==> src/rtl/irq_agg_pkg.sv <==
package irq_agg_pkg;
    localparam int unsigned REG_W    = 16;
    localparam int unsigned ADDR_W   = 4;
    localparam logic [ADDR_W-1:0] OFS_MASK = 4'h0;
    localparam logic [ADDR_W-1:0] OFS_FLAG = 4'h2;

    typedef enum logic {
        ST_QUIET  = 1'b0,
        ST_RAISED = 1'b1
    } out_state_e;
endpackage

==> src/rtl/irq_edge_sync.sv <==
module irq_edge_sync #(
    parameter int unsigned N = 3
) (
    input  logic         clk,
    input  logic         rst_n,
    input  logic [N-1:0] raw,
    output logic [N-1:0] rise
);
    for (genvar i = 0; i < N; i++) begin : g_line
        logic meta_q, sync_q, last_q;

        always_ff @(posedge clk) begin
            if (!rst_n) begin
                meta_q <= 1'b0;
                sync_q <= 1'b0;
                last_q <= 1'b0;
            end else begin
                meta_q <= raw[i];
                sync_q <= meta_q;
                last_q <= sync_q;
            end
        end

        assign rise[i] = sync_q & ~last_q;

        AST_RISE_SINGLE: assert property (@(posedge clk) disable iff (!rst_n)
            rise[i] |=> !rise[i]);
    end
endmodule

==> src/rtl/irq_flag_bank.sv <==
module irq_flag_bank #(
    parameter int unsigned N = 3
) (
    input  logic         clk,
    input  logic         rst_n,
    input  logic [N-1:0] rise,
    input  logic         clr_wr,
    input  logic [N-1:0] keep,
    output logic [N-1:0] flags
);
    for (genvar i = 0; i < N; i++) begin : g_bit
        logic drop;
        assign drop = clr_wr & ~keep[i];

        always_ff @(posedge clk) begin
            if (!rst_n) flags[i] <= 1'b0;
            else        flags[i] <= (flags[i] & ~drop) | rise[i];
        end

        AST_EDGE_WINS: assert property (@(posedge clk) disable iff (!rst_n)
            rise[i] |=> flags[i]);
        AST_ONE_KEEPS: assert property (@(posedge clk) disable iff (!rst_n)
            (flags[i] && !(clr_wr && !keep[i])) |=> flags[i]);
        AST_NO_SPURIOUS: assert property (@(posedge clk) disable iff (!rst_n)
            (!flags[i] && !rise[i]) |=> !flags[i]);
    end
endmodule

==> src/rtl/irq_out_fsm.sv <==
module irq_out_fsm
    import irq_agg_pkg::*;
(
    input  logic clk,
    input  logic rst_n,
    input  logic pending,
    output logic irq_out
);
    out_state_e state_q, state_d;

    always_comb begin
        state_d = state_q;
        unique case (state_q)
            ST_QUIET:  if (pending)  state_d = ST_RAISED;
            ST_RAISED: if (!pending) state_d = ST_QUIET;
            default:   state_d = ST_QUIET;
        endcase
    end

    always_ff @(posedge clk) begin
        if (!rst_n) state_q <= ST_QUIET;
        else        state_q <= state_d;
    end

    always_comb begin
        irq_out = (state_q == ST_RAISED);
    end

    AST_RAISE_LAG: assert property (@(posedge clk) disable iff (!rst_n)
        pending |=> irq_out);
    AST_DROP_LAG: assert property (@(posedge clk) disable iff (!rst_n)
        !pending |=> !irq_out);
endmodule

==> src/rtl/irq_edge_agg.sv <==
module irq_edge_agg
    import irq_agg_pkg::*;
#(
    parameter int unsigned LINE_LO  = 8,
    parameter int unsigned LINE_CNT = 3
) (
    input  logic                clk,
    input  logic                rst_n,
    input  logic [LINE_CNT-1:0] irq_in,
    input  logic [ADDR_W-1:0]   bus_addr,
    input  logic                bus_wr,
    input  logic [REG_W-1:0]    bus_wdata,
    output logic [REG_W-1:0]    bus_rdata,
    output logic                irq_out
);
    localparam logic [REG_W-1:0] LINE_SET = REG_W'(((1 << LINE_CNT) - 1) << LINE_LO);

    logic [LINE_CNT-1:0] rise, flags, live_mask;
    logic [REG_W-1:0]    mask_q, flag_view;
    logic                sel_mask, sel_flag, pending;

    assign sel_mask = (bus_addr == OFS_MASK);
    assign sel_flag = (bus_addr == OFS_FLAG);

    irq_edge_sync #(.N(LINE_CNT)) u_sync (
        .clk  (clk),
        .rst_n(rst_n),
        .raw  (irq_in),
        .rise (rise)
    );

    irq_flag_bank #(.N(LINE_CNT)) u_flags (
        .clk   (clk),
        .rst_n (rst_n),
        .rise  (rise),
        .clr_wr(bus_wr & sel_flag),
        .keep  (bus_wdata[LINE_LO +: LINE_CNT]),
        .flags (flags)
    );

    always_ff @(posedge clk) begin
        if (!rst_n)                 mask_q <= LINE_SET;
        else if (bus_wr && sel_mask) mask_q <= bus_wdata;
    end

    assign live_mask = mask_q[LINE_LO +: LINE_CNT];
    assign pending   = |(flags & ~live_mask);
    assign flag_view = REG_W'(flags) << LINE_LO;

    always_comb begin
        if (sel_mask)      bus_rdata = mask_q;
        else if (sel_flag) bus_rdata = flag_view;
        else               bus_rdata = '0;
    end

    irq_out_fsm u_out (
        .clk    (clk),
        .rst_n  (rst_n),
        .pending(pending),
        .irq_out(irq_out)
    );

    AST_MASK_HOLD: assert property (@(posedge clk) disable iff (!rst_n)
        !(bus_wr && sel_mask) |=> $stable(mask_q));
    AST_FLAG_PAD: assert property (@(posedge clk) disable iff (!rst_n)
        (flag_view & ~LINE_SET) == '0);
endmodule

==> config.mk <==
export PLATFORM = sky130hd
export DESIGN_NAME = irq_edge_agg
export DESIGN_NICKNAME = d
export VERILOG_FILES = /design/src/rtl/irq_agg_pkg.sv /design/src/rtl/irq_edge_sync.sv /design/src/rtl/irq_flag_bank.sv /design/src/rtl/irq_out_fsm.sv /design/src/rtl/irq_edge_agg.sv
export SDC_FILE = /design/constraint.sdc
export NUM_CORES = 1
export LEC_CHECK = 0
export BUFFER_PORTS_ARGS = -buffer_cell sky130_fd_sc_hd__clkbuf_2
export CORE_ASPECT_RATIO = 0.6
export CORE_MARGIN = 2
export CORE_UTILIZATION = 48
export DETAILED_ROUTE_END_ITERATION = 16
export MAX_ROUTING_LAYER = met4
export PLACE_DENSITY_LB_ADDON = 0.2
export SYNTH_ARGS = -nofsm -noshare
export SYNTH_HDL_FRONTEND = slang
export SYNTH_SLANG_ARGS = --single-unit
==> constraint.sdc <==
create_clock -name clk -period 1.99 [get_ports clk]
set_input_delay 0.398 -clock clk [delete_from_list [all_inputs] [get_ports clk]]
set_output_delay 0.398 -clock clk [all_outputs]
set_load 0.02 [all_outputs]
# Word-level counts from Yosys, hierarchy flattened
# Index checks and enable logic that the tools add are counted.
# op_classes
muxes	3
bitwise_logic	24
reduce_logical	3
n_eq_ne	1
# op_table
operator	count
16-bit 2-to-1 mux	1
11-bit 2-to-1 mux	1
1-bit AND	10
1-bit inverter	9
4-bit by 2-bit equality test with 1-bit output, second input constant	1
4-bit logical NOT	1
3-bit AND	1
3-bit inverter	1
1-bit OR	3
3-bit OR reduction	1
1-bit logical AND	1
1-bit 2-to-1 mux	1
# word_totals
in_bits	26
out_inout_bits	17
ff_bits	29

# Logic depth before layout (Yosys ltp)
# Gate-level depths: netlist of run 1.
# depth
depth_word	6
mapped_depth	6
depth_no_buf	3

# By module
# From an unflattened synthesis of run 1, not the netlist that was laid out.
# hier_totals
hier_cells	135
area_unflattened_um2	1301.2
# modules_own_cells
mod	area_per_inst_um2	cells_each	seq_area_each_um2	n_inst
irq_edge_agg	895.9	100	320.3	1
irq_edge_sync	255.2	21	180.2	1
irq_flag_bank	123.9	12	60.1	1
irq_out_fsm	26.3	2	20.0	1

# Worst setup path after synthesis of run 1
# OpenSTA, ideal clock, no wires.
# synth_path
kind	input port to output port
from	input port bus_addr[0]
to	output port bus_rdata[0]
path_slack_ns	0.096
n_path_buf	2
stages	5
required_ns	1.592
arrival_ns	1.496
path_cell_list	or3_4 buf_6 nor2_1 clkbuf_1 and2_1
# synth_between
elab_chain_len	2
# synth_lines
item	line	source
from (decl)	irq_edge_agg.sv:10	input logic [ADDR_W-1:0] bus_addr,
4-bit logical NOT	irq_edge_agg.sv:22	assign sel_mask = (bus_addr == OFS_MASK);
16-bit 2-to-1 mux	irq_edge_agg.sv:51	if (sel_mask) bus_rdata = mask_q;
to (decl)	irq_edge_agg.sv:13	output logic [REG_W-1:0] bus_rdata,
# No other way between the ends.

# Worst setup path in the final report of run 1
# layout_path
from	input port bus_addr[0]
to	output port bus_rdata[7]
# The elaborated chain is that of the path after synthesis.

==> results of run 1 <==
==> through the flow <==
step	instances	power [mW]	instance area (um^2)	hold slack, ns	util, %
2_1_floorplan	133	0.665	1230	0.399	-
3_3_place_gp	201	0.696	1450	0.403	58.8
3_5_place_dp	201	0.700	1450	0.408	58.8
4_1_cts	209	1.23	1550	0.313	62.9
5_1_grt	209	1.26	1550	0.321	62.9
6_report	209	1.21	1550	0.319	62.9
==> metal layers <==
layer,share of wire (%),track usage (%),vias to the layer above
li1,-,-,510
met1,47,20.2,439
met2,45,28.5,25
met3,6.5,8.08,5
met4,1.6,8.24,0
met5,0,-,-
==> critical path, cell delays in order <==
cell and delay, ns:
clkbuf_2 0.08, or3_4 0.38, nor2_1 0.09, buf_4 0.17, and2_1 0.15, clkbuf_2 0.17
==> Yosys cell counts <==
cell      count
mux2i_1      19
nor3b_2       1
nand2_1      30
buf_6         2
buf_2         1
a222oi_1      1
inv_1         6
o21ai_0       3
clkbuf_1      6
buf_12        1
or3_4         1
nor2b_1       7
nor2_1        4
dfxtp_1      29
o311ai_0      3
and2_1       19
==> placed cells by master, fill, tap and decap left out <==
cell type / n
clkbuf_8: 7
o311ai_0: 3
nand2_1: 30
dfxtp_1: 29
clkinv_2: 1
nor2_1: 4
and2_1: 19
nor3b_2: 1
buf_4: 3
mux2i_1: 19
or3_4: 1
nor2b_1: 7
clkbuf_2: 42
buf_12: 1
inv_1: 6
a222oi_1: 1
o21ai_0: 3
==> cell type report <==
type | count | area share [%]
flip-flops and latches | 29 | 37.4
multi-input cells | 88 | 35.8
repair buffers | 46 | 16.3
clock buffers | 7 | 6.20
well taps | 32 | 2.58
inverters | 6 | 1.45
clock inverters | 1 | 0.322
==> flip-flops by register name (all words and copies together), names as in the netlist <==
register              flops
mask_q                   16
u_flags.flags             3
u_out.irq_out             1
u_sync.g_line.last_q      3
u_sync.g_line.meta_q      3
u_sync.g_line.sync_q      3
==> power by group through the flow <==
stage / Combinational (mW) / Clock, mW / Sequential (mW)
global placement: 0.0825 / 0 / 0.614
floorplan: 0.0523 / 0 / 0.613
CTS: 0.0873 / 0.539 / 0.602
finish: 0.0860 / 0.524 / 0.602
detailed placement: 0.0860 / 0 / 0.614
global route: 0.0959 / 0.564 / 0.603
==> path summary, 6_finish.rpt <==
path / from / end / cells past startpoint
worst max-delay path: bus_addr[0] / bus_rdata[7] / 6
worst min-delay path: irq_in[1] / u_sync.g_line[1].meta_q / 2
worst max register to register: mask_q[10] / u_out.irq_out / 3
worst min register to register: u_sync.g_line[0].last_q / u_flags.flags[0] / 1
==> logic make-up after synthesis <==
family / share of synthesized area [%]
flip-flops: 47.3
buffers and inverters: 7.53
AO/OA/AOI/OAI: 4.18
multiplexers: 15.5
AND/OR/NAND/NOR: 25.6
==> run metrics, run 1 <==
highest clock rate=roughly 540 MHz; Clock transition at path regs=roughly 0.060 ns; fill count=between 200 and 250; initial antenna violation count=0; Setup crit start kind=primary input; max-slew violation count=0; Required @ worst endpoint=1.59 ns; worst setup margin=between 0.1 and 0.15 ns; DRC Markers=0; DIE AREA=0.00299 mm^2; Worst slew margin=64.9%; DP HPWL=between 1.5 and 2 mm; yosys warns=0; Netlist cell types=16; final setup vio count=0; DR iter-0 viols=18; first-pass GRT wire length=around 4.0 mm; Root Driver=clkbuf_8; Min-Delay Path Class=primary input to flop; P_leak=~0.73 nW; H-tree depth=2; maxcap violations=0; post-CTS setup buffer count=0; worst slew pin tran=between 0.5 and 0.6 ns; vias in the first global route=roughly 910; Net Sw Power=0.262 mW; Layout Skew=between 0.003 and 0.004 ns; DRT antenna net count=0; period utilisation layout=~93%; io pins=43; share of layout cells above drive strength 1=between 30% and 40%; cts repair resizes=0; Sw Ratio=between 20% and 30%; Mapped Cells=between 100 and 150; # diodes=0; Rows=14; Longest Clk Path Bufs=2; synthesized area per cell=between 9 and 10 um^2; Fin. Hold Viols=0; core region area=roughly 0.0025 mm^2; Gate power share=about 7.1%; Post-Syn Nets=roughly 160; Sink Count=29; multi-input logic area=approximately 560 um^2; DRT Wirelength=about 2.4 mm; Die Y=43.2 um; Pint=~0.95 mW; Layout area overhead=26.4%; CTS tree=done; GP Congestion=0.798; register area share after synthesis=between 40% and 50%; dpl ws=~0.14 ns; Num CTS Buffers=5; Setup TNS=0 ns; DR vias=979; RSZ-0062 raised after global routing=no; Max IR drop VDD=0.602 mV; Worst R2R Setup Slack=0.99 ns; Clock Latency Late Sink=0.28 ns; minimum clock period after layout=between 1.5 and 2 ns; number of port buffers=42; DRT Pass-1 Iters=4; Synth top area share=a little under half; Die W=about 69 um; Critical Path Fanout Max=13; Yosys top cell by area=dfxtp_1; Netlist Area Pre-Place=between 0.001 and 0.0015 mm^2; Total Routing Usage GR=18.2%; top post-synthesis cells by area=dfxtp_1, mux2i_1, and2_1, nand2_1, nor2b_1; via/cell ratio=approximately 4.7; critical path arrival=approximately 1.5 ns; Seq cells post-synth=29; Pwr Density=780 mW/mm^2; Initial Util=between 40% and 50%; worst setup path class=primary input to primary output; largest net degree at the start of global routing=34; register area=slightly below 600 um^2; Avg WL per Cell=11.3 um; Seq pwr share=roughly 50%; Setup crit end kind=primary output; Clk pwr share=a little over two fifths; Nets=202; status=complete, no violations; Post-CTS Hold Buffers=0; gr ovfl total=0
Note: power is estimated with default switching activity, not from simulation.
==> run 2, diff against run 1 <==
GPL_ROUTABILITY_DRIVEN = 0   (was not set)
clock period = 2.08 ns   (was 1.99 ns; I/O delays follow)
==> run metrics, run 2 (synthesized netlist as in run 1, its figures left out) <==
Required @ worst endpoint=1.66 ns (+0.07 ns); DRT antenna net count=0 (unchanged); highest clock rate=516 MHz; largest net degree at the start of global routing=46 (+35%); Num CTS Buffers=5 (unchanged); commonest non-fill, non-tap cells in the layout=clkbuf_2, nand2_1, dfxtp_1; via/cell ratio=4.71 (+0.45%); Hold WS=0.339 ns (+0.0202 ns); Die W=69.3 um (unchanged); Root Driver=clkbuf_8; worst setup margin=0.141 ns (-0.00515 ns); core region area=0.00247 mm^2 (unchanged); Biggest register=mask_q; Layout Skew=0.00181 ns (-0.00144 ns); RSZ-0062 raised after global routing=no; DR vias=974 (-0.51%); number of port buffers=42 (unchanged); Tot Pwr=1.34 mW (+11%); Clock Latency Late Sink=0.28 ns (about the same); crit path buf inv count=3 (unchanged); # diodes=0 (unchanged); status=complete, no violations; Nets=200 (-0.99%); maxcap violations=0 (unchanged); DRC Markers=0 (unchanged); Die Y=43.2 um (unchanged); CP peak stage delay=0.43 ns (+0.05 ns); commonest non-fill, non-tap cell in the layout=clkbuf_2; Sink Count=29 (unchanged); Rows=14 (unchanged); Critical Path Fanout Max=13 (unchanged); Worst slew margin=50.0% (-15 points); Longest Clk Path Bufs=2 (unchanged); io pins=43 (unchanged); DRT Wirelength=2.39 mm (+0.93%); CTS tree=done; initial antenna violation count=0 (unchanged); worst slew pin tran=0.749 ns (+0.222 ns); vias in the first global route=943 (+3.4%); Total Routing Usage GR=18.1% (-0.10 points); minimum clock period after layout=between 1.5 and 2 ns; Post-CTS Hold Buffers=0 (unchanged); Avg WL per Cell=11.5 um (+1.9%); max reg flops=16 (unchanged); gr ovfl total=0 (unchanged); dpl ws=0.160 ns (+0.0157 ns); Clock transition at path regs=0.06 ns (about the same); first-pass GRT wire length=4.03 mm (+1.2%); critical path arrival=1.52 ns (+0.07 ns); period utilisation layout=between 90 and 100%; Layout area overhead=27.8%; Initial Util=49.7% (unchanged); post-CTS setup buffer count=0 (unchanged); Post-Layout Cell Count=207 (-0.96%); most used cell, CP=clkbuf_2; Max IR drop VDD=0.586 mV (-2.6%); Critical Path, Cell by Cell=clkbuf_2 > or3_4 > nor2_1 > buf_4 > and2_1 > clkbuf_2; Fin. Hold Viols=0 (unchanged); fill count=201 (-8.6%); Min-Delay Path Class=primary input to flop; slowest CP cell=or3_4; H-tree depth=2 (unchanged); DR iter-0 viols=69 (+51); Pwr Density=855 mW/mm^2 (+9.5%); Setup crit end kind=primary output; DIE AREA=0.00299 mm^2 (unchanged); worst setup path class=primary input to primary output; share of layout cells above drive strength 1=30.9% (-0.78 points); DP HPWL=1.69 mm (+0.11%); P_leak=0.739 nW (+0.65%); cts repair resizes=0 (unchanged); Setup crit start kind=primary input; delay-heaviest family, CP=simple AND/OR/NAND/NOR gates; final setup vio count=0 (unchanged); dpl cells=199 (-1.0%); max-slew violation count=0 (unchanged); Setup TNS=0 ns (unchanged); DRT Pass-1 Iters=4 (unchanged)
run 2: cell types whose count changed in the layout (fill, tap and decap cells not counted):
cell,change
clkbuf_8,-2
bufinv_16,+2
buf_4,-2
run 2: path summary, 6_finish.rpt:
check                            endpoint  cells past startpoint  slack, ns                    start
setup / recovery             bus_rdata[6]                      6       0.14              bus_addr[0]
hold / removal    u_sync.g_line[0].meta_q                      2       0.34                irq_in[0]
setup reg to reg            u_out.irq_out                      3       1.08               mask_q[10]
hold reg to reg          u_flags.flags[0]                      1       0.42  u_sync.g_line[0].last_q
run 2: power breakdown:
group / leakage (nW) / switching [mW] / internal, mW
clock: 0.0681 / 0.211 / 0.475
sequential: 0.236 / 0.00627 / 0.570
combinational: 0.435 / 0.0409 / 0.0384
run 2: through the flow:
| step | utilization, % | instance area, um^2 |
|---|---|---|
| global route | 63.6 | 1570 |
| detailed placement | 58.2 | 1440 |
| finish | 63.6 | 1570 |
| global placement | 58.2 | 1440 |
| CTS | 63.6 | 1570 |
| floorplan | - | 1230 |
run 2: routing by layer:
layer | vias to the layer above | routed length (um) | track usage, %
li1 | 508 | - | -
met5 | - | 0 | -
met2 | 25 | 1070 | 26.9
met4 | 0 | 29 | 9.02
met1 | 437 | 1150 | 21.8
met3 | 4 | 134 | 6.41
run 2: area by class of cell:
class	instances	area [um^2]	share of cell area, %
Sequential cell	29	581	37.0
Multi-Input combinational cell	88	556	35.4
Timing Repair Buffer	44	238	15.1
Clock buffer	5	68.8	4.38
Clock inverter	3	65.1	4.14
Tap cell	32	40.0	2.55
Inverter	6	22.5	1.43
==> run 3, diff against run 2 <==
BUFFER_PORTS_ARGS = not set   (was -buffer_cell sky130_fd_sc_hd__clkbuf_2)
CORE_UTILIZATION = 50   (was 48)
DONT_BUFFER_PORTS = 1   (was not set)
==> run metrics, run 3 (synthesized netlist as in run 1, its figures left out) <==
status=complete, no violations; share of layout cells above drive strength 1=6.77% (-24 points); maxcap violations=0 (unchanged); Max Used Layer=met4; minimum clock period after layout=1.79 ns (-0.148 ns); Layout Skew=0.00420 ns (+0.00239 ns); H-tree depth=2 (unchanged); R2R depth=3 (unchanged); cts repair resizes=0 (unchanged); Fin. Hold Viols=0 (unchanged); first-pass GRT wire length=3.49 mm (-13%); RSZ-0062 raised after global routing=no; Avg WL per Cell=13.3 um (+15%); Clock Latency Late Sink=0.27 ns (about the same); WHS Path Cells=1 (-1); Num CTS Buffers=5 (unchanged); vias in the first global route=800 (-15%); commonest non-fill, non-tap cell in the layout=nand2_1; max reg flops=16 (unchanged); worst reg2reg endpoint=u_out.irq_out; Endpoint, Worst Hold=u_sync.g_line[0].meta_q; number of port buffers=0 (-100%); gr ovfl total=0 (unchanged); post-CTS setup buffer count=0 (unchanged); critical path arrival=1.37 ns (-0.15 ns); r2r startpoint=mask_q[10]; Clock transition at path regs=0.05 ns (about the same); via/cell ratio=5.13 (+9.0%); initial antenna violation count=0 (unchanged); Tot Pwr=1.03 mW (-23%); M1 WL=1.00 mm (-13%); Critical Path, Cell by Cell=or3_4 > nor2_1 > buf_4 > and2_1; Initial Util=54.7% (+5.0 points); delay-heaviest family, CP=simple AND/OR/NAND/NOR gates; DR iter-0 viols=41 (-41%); Critical Path Fanout Max=13 (unchanged); Die W=68.0 um (-1.9%); worst setup path class=primary input to primary output; Nets=158 (-21%); Sink Count=29 (unchanged); largest net degree at the start of global routing=46 (unchanged); highest clock rate=558 MHz (+8.3%); slowest CP cell=or3_4; Layout area overhead=5.09%; # diodes=0 (unchanged); Required @ worst endpoint=1.66 ns (about the same); P_leak=0.525 nW (-29%); io pins=43 (unchanged); met2 routed WL=918 um (-14%); worst slew pin tran=0.397 ns (-0.352 ns); DP HPWL=1.50 mm (-12%); fill count=206 (+2.5%); Die Y=42.4 um (-1.8%); crit path buf inv count=1 (-2); Layout Utilization=57.5% (-6.1 points); DR vias=836 (-14%); commonest non-fill, non-tap cells in the layout=nand2_1, dfxtp_1, mux2i_1, and2_1, nor2b_1; Total Routing Usage GR=17.6% (-0.43 points); Setup crit end kind=primary output; Biggest register=mask_q; DIE AREA=0.00288 mm^2 (-3.7%); Min-Delay Path Class=primary input to flop; DRT Pass-1 Iters=4 (unchanged); Setup TNS=0 ns (unchanged); Worst slew margin=73.4% (+23 points); Hold Startpoint=irq_in[0]; period utilisation layout=86.1% (-7.1 points); DRC Markers=0 (unchanged); Pwr Density=801 mW/mm^2 (-6.2%); max-slew violation count=0 (unchanged); DRT antenna net count=0 (unchanged); CP peak stage delay=0.42 ns (about the same); core region area=0.00224 mm^2 (-9.1%); Root Driver=clkbuf_8; Max IR drop VDD=0.398 mV (-32%); Longest Clk Path Bufs=2 (unchanged); DRT Wirelength=2.16 mm (-9.4%); Post-CTS Hold Buffers=0 (unchanged); final setup vio count=0 (unchanged); Rows=13 (-1); Setup crit start kind=primary input; instance count on the critical path=4 (-2); CTS tree=done; met3 routed WL=198 um (+48%); Worst R2R Setup Slack=1.16 ns (+0.08 ns)
run 3: changes by cell type in the layout (fill, tap and decap cells not counted):
| cell | change |
|---|---|
| buf_4 | +1 |
| bufinv_16 | -2 |
| clkbuf_2 | -42 |
| buf_12 | -1 |
| clkinv_2 | -1 |
| clkbuf_1 | +3 |
run 3: per-stage QoR:
stage | cell area, um^2 | hold WS (ns) | cells | setup WS, ns
after floorplan | 1230 | 0.399 | 133 | 0.150
after global placement | 1210 | 0.403 | 155 | 0.294
after detailed placement | 1210 | 0.406 | 155 | 0.278
after CTS | 1290 | 0.256 | 163 | 0.276
after global routing | 1290 | 0.254 | 163 | 0.222
final | 1290 | 0.270 | 163 | 0.289
run 3: final cells by class:
cell class,count,area (um^2),area share [%]
clock buffers,8,80.1,6.20
inverters,6,22.5,1.74
multi-input cells,88,556,43.0
flip-flops and latches,29,581,45.0
well taps,30,37.5,2.91
repair buffers,2,15.0,1.16
run 3: where the power goes:
| part | switching [mW] | total (mW) | internal, mW |
|---|---|---|---|
| Clock | 0.182 | 0.418 | 0.236 |
| Sequential | 0.00613 | 0.576 | 0.570 |
| Combinational | 0.0198 | 0.0403 | 0.0205 |
run 3: worst max path at each step:
| stage | startpoint | to | slack (ns) |
|---|---|---|---|
| after global routing | bus_addr[0] | bus_rdata[6] | 0.22 |
| final | bus_addr[0] | bus_rdata[15] | 0.29 |
| after CTS | bus_addr[0] | bus_rdata[15] | 0.28 |
| after detailed placement | bus_addr[0] | bus_rdata[15] | 0.28 |
| after floorplan | bus_addr[0] | bus_rdata[0] | 0.15 |
| after global placement | bus_addr[0] | bus_rdata[15] | 0.29 |
run 3: layer usage:
metal	vias to the layer above	track usage [%]
li1	421	-
met1	376	21.3
met2	35	23.5
met3	4	7.26
met4	0	12.0
met5	-	-
run 3: worst reg2reg max path: cells and delay by family, from the launching register on:
kind	cells	cell delay [ns]
compound gates	1	0.32
flops	1	0.35
buf+inv	1	0.05
simple gates	1	0.08
